--- config.mk ---
export PLATFORM = sky130hd
export DESIGN_NAME = fp2lin
export DESIGN_NICKNAME = d
export VERILOG_FILES = /design/src/rtl/fp2lin.sv
export SDC_FILE = /design/constraint.sdc
export NUM_CORES = 1
export LEC_CHECK = 0
export ABC_AREA = 1
export BUFFER_PORTS_ARGS = -buffer_cell sky130_fd_sc_hd__buf_2
export CAP_MARGIN = 0
export CORE_ASPECT_RATIO = 0.8
export CORE_MARGIN = 5
export CORE_UTILIZATION = 30
export CTS_CLUSTER_DIAMETER = 30
export CTS_CLUSTER_SIZE = 40
export DETAILED_ROUTE_END_ITERATION = 8
export HOLD_SLACK_MARGIN = 0.06
export SLEW_MARGIN = 20
export SYNTH_ARGS = -nofsm -noshare
export SYNTH_HDL_FRONTEND = slang
export SYNTH_SLANG_ARGS = --single-unit
--- constraint.sdc ---
create_clock -name clk -period 2.6 [get_ports clk]
set_clock_uncertainty 0.2 [all_clocks]
set_input_delay 0.26 -clock clk [delete_from_list [all_inputs] [get_ports clk]]
set_output_delay 0.26 -clock clk [all_outputs]
set_load 0.01 [all_outputs]
--- src/rtl/fp2lin.sv ---
module fp2lin #(
  parameter int MANT_W = 10,
  parameter int EXP_W  = 3,
  parameter int OUT_W  = 16
) (
  input  logic                    clk,
  input  logic                    rst_n,
  input  logic                    in_valid,
  input  logic [MANT_W+EXP_W-1:0] in_word,
  input  logic                    cfg_exp_inv,
  input  logic                    cfg_unsigned,
  output logic                    out_valid,
  output logic [OUT_W-1:0]        out_sample
);
  localparam int IN_W = MANT_W + EXP_W;

  logic [EXP_W-1:0]  exp_raw, exp_eff, shamt;
  logic [MANT_W-1:0] mant;
  logic [OUT_W-1:0]  mant_ext, scaled, lin, fmt;

  assign exp_raw  = in_word[IN_W-1:MANT_W];
  assign mant     = in_word[MANT_W-1:0];
  assign exp_eff  = cfg_exp_inv ? ~exp_raw : exp_raw;
  assign shamt    = exp_eff - EXP_W'(1);
  assign mant_ext = {{(OUT_W-MANT_W){mant[MANT_W-1]}}, mant};
  assign scaled   = mant_ext << shamt;
  assign lin      = (exp_eff == '0) ? '0 : scaled;
  assign fmt      = cfg_unsigned ? {~lin[OUT_W-1], lin[OUT_W-2:0]} : lin;

  always_ff @(posedge clk) begin
    if (!rst_n) begin
      out_valid  <= 1'b0;
      out_sample <= '0;
    end else begin
      out_valid <= in_valid;
      if (in_valid) out_sample <= fmt;
    end
  end
endmodule

==> impl_metrics.csv <==
group,metric,value,unit
worst_setup_path,critPathMaxFanout,12,
sta,finalHoldViolCount,0,
sta,rsz0062_at_grt,"no",
worst_setup_path,worstSetupEndpointType,"flop",
floorplan,ioPinCount,35,
clocking,clk_latency,0.24,ns
worst_setup_path,cp_slowest_cell,"nand2_1",
logic_synthesis,ys_seq_area_frac,0.292,
floorplan,initial_core_util,0.308,
placed_design,place_congestion,0.847,
placed_design,placed_cell_area,1350,um2
worst_setup_path,critPathMaxStageDelay,0.33,ns
pwr,powerDensity,512,nW/um2
clocking,clockBufferDepth,2,
drt,firstDrtPassIters,4,
worst_setup_path,cp_data_arrival_time,1.60,ns
global_routing,grt_max_degree,17,
sta,fin_crit_sh,0.627,
sta,finalCriticalPeriod,1.63,ns
drt,drt.antenna.violating_nets,0,
floorplan,core,3780,um2
drt,dr_total_vias,1236,
logic_synthesis,synth_cells,186,
global_routing,antenna_found_initial,0,
clocking,cts_buffers,3,
logic_synthesis,synth-seq-cells,17,
drt,drtIter0Drc,76,
clocking,ctsResizeCount,0,
logic_synthesis,avgSynthCellArea,6.26,um2
cells_and_area,syn_to_final_growth,20.8,%
sta,setup_violations,0,
min_path,hold_path.class,"primary input to flop",
floorplan,fp.dieH,65.7,um
logic_synthesis,syn-cell-area,1160,um2
clocking,cts_tree,"yes",
worst_setup_path,ff2ff_path_depth,4,
pwr,ir_drop,0.292,mV
min_path,hp-start,"in_valid",
min_path,min_path_cells,3,
clocking,clock-root-buffer,"clkbuf_8",
logic_synthesis,syn_nets,204,
floorplan,rows,20,
worst_setup_path,worstSetupStartpoint,"cfg_exp_inv",
worst_setup_path,crit_path_start_kind,"primary input",
floorplan,die_w,79.6,um
global_routing,grt_remaining_overflow,0,
worst_setup_path,r2r_start,"out_sample[15]",
sta,tightest_slew,0.486,ns
cells_and_area,layout.nets,238,
clocking,h-tree-depth,1,
cells_and_area,stdcell_count,274,
job,cap_violations,0,
run_status,status,"complete, no violations",
drt,wire_per_inst,10.5,um
worst_setup_path,path_cells,"buf_2 > inv_2 > nand2_1 > nand2_1 > nand2_1 > nand2_2 > nand3_1 > nand3_1 > nand3_1 > a21oi_1",
global_routing,grt_pass1_vias,1137,
sta,slew_headroom,0.676,
clocking,path_clk_slew,0.06,ns
sta,fin_tns_setup,0,ns
cells_and_area,nFillCells,429,
logic_synthesis,yosysUniqueCellTypes,18,
placed_design,place_inst,269,
clocking,cts.sinks,17,
worst_setup_path,crit_type,"primary input to flop",
placed_design,post-dp-hpwl,2360,um
sta,slew_viol_final,0,
drt,wl,2890,um
sta,max_clock_freq,0.614,GHz
global_routing,track_usage,0.116,
placed_design,io_buffers,34,
cells_and_area,fin_area,1410,um2
logic_synthesis,yosysWarnings,0,
cells_and_area,layout-drive-gt1-share,0.256,
pwr,p_leak,0.723,nW
drt,remaining_drc_errors,0,
drt,vias_per_cell,4.51,
floorplan,dieArea,5230,um2
worst_setup_path,required,2.57,ns
global_routing,grt_pass1_wl,4930,um
cells_and_area,antenna_cells,0,
## registers in the layout, indices dropped and copies added (netlist names)
register and count:
out_sample 16, out_valid 1
## path summary, 6_finish.rpt
check	slack, ns	end
worst min register to register	0.26	out_sample[4]
worst max register to register	1.74	out_sample[15]
worst max-delay path	0.97	out_sample[9]
worst min-delay path	0.10	out_valid
## cells in the mapped netlist
| master | count | share of area |
|---|---|---|
| a21oi_1 | 17 | 0.073 |
| a21oi_2 | 1 | 0.0075 |
| buf_6 | 4 | 0.039 |
| clkbuf_1 | 2 | 0.0065 |
| dfxtp_1 | 17 | 0.29 |
| inv_1 | 16 | 0.052 |
| inv_2 | 2 | 0.0065 |
| nand2_1 | 72 | 0.23 |
| nand2_2 | 4 | 0.022 |
| nand2_4 | 5 | 0.048 |
| nand3_1 | 30 | 0.13 |
| nand3_2 | 1 | 0.0086 |
| nor2_1 | 3 | 0.0097 |
| nor2_2 | 1 | 0.0054 |
| nor2_4 | 1 | 0.0097 |
| o21ai_1 | 5 | 0.022 |
| o21ai_2 | 4 | 0.030 |
| xnor2_1 | 1 | 0.0075 |
## kinds of logic (layout without fill, tap and decap cells)
kind of cell / Yosys count / after routing / share of synthesized area
AND/OR/NAND/NOR: 117 / 117 / 0.465
AO/OA/AOI/OAI: 27 / 27 / 0.132
buffers and inverters: 24 / 57 / 0.103
flip-flops: 17 / 17 / 0.292
XOR/XNOR: 1 / 1 / 0.00753
## area by class of cell
class / instances / area, um2 / area share
multi-input combinational: 145 / 703 / 0.500
tap: 55 / 68.8 / 0.0490
inverter: 18 / 67.6 / 0.0481
sequential: 17 / 340 / 0.242
clock buffer: 4 / 45.0 / 0.0321
timing repair buffer: 35 / 180 / 0.128
## stage by stage
| stage | hold slack [ns] | power (W) | setup slack (ns) | util |
|---|---|---|---|---|
| final | 0.103 | 0.000719 | 0.970 | 0.372 |
| after floorplan | 0.153 | 0.000478 | 1.19 | - |
| after global placement | 0.251 | 0.000535 | 0.691 | 0.357 |
| after CTS | 0.0928 | 0.000732 | 0.974 | 0.372 |
| after global routing | 0.132 | 0.000776 | 0.839 | 0.372 |
| after detailed placement | 0.252 | 0.000535 | 0.713 | 0.357 |
## layer usage
layer	wire, um	part of all wire	GRT usage
met5	0	0	0
met4	6	0.0021	0.0129
met3	135	0.047	0.0397
met2	1230	0.43	0.177
met1	1520	0.52	0.161
## worst max-delay path, delay by kind of cell
family / cells / cell delay, ns
buffers and inverters: 2 / 0.22
AND/OR/NAND/NOR: 7 / 1.00
AO/OA/AOI/OAI: 1 / 0.13
## layout by cell type (no fill, tap or decap)
| cell | Yosys | layout |
|---|---|---|
| a21oi_1 | 17 | 17 |
| a21oi_2 | 1 | 1 |
| buf_2 | 0 | 34 |
| clkbuf_1 | 2 | 1 |
| clkbuf_8 | 0 | 3 |
| dfxtp_1 | 17 | 17 |
| dlygate4sd3_1 | 0 | 1 |
| inv_1 | 16 | 16 |
| inv_2 | 2 | 2 |
| nand2_1 | 72 | 72 |
| nand2_2 | 4 | 4 |
| nand2_4 | 5 | 5 |
| nand3_1 | 30 | 30 |
| nand3_2 | 1 | 1 |
| nor2_1 | 3 | 3 |
| nor2_2 | 1 | 1 |
| nor2_4 | 1 | 1 |
| o21ai_1 | 5 | 5 |
| o21ai_2 | 4 | 4 |
| xnor2_1 | 1 | 1 |
## where the power goes
group          internal [W]  total, W  switching, W  leakage (nW)
sequential         0.000281  0.000290    0.00000899         0.139
combinational     0.0000852  0.000240      0.000155         0.561
clock              0.000108  0.000189     0.0000808        0.0228
## timing repair
action	in CTS	in global routing
endpoints found under the hold margin	1	0
hold buffers	1	0
buffers inserted	0	0
Note: power is estimated with default switching activity, not from simulation.
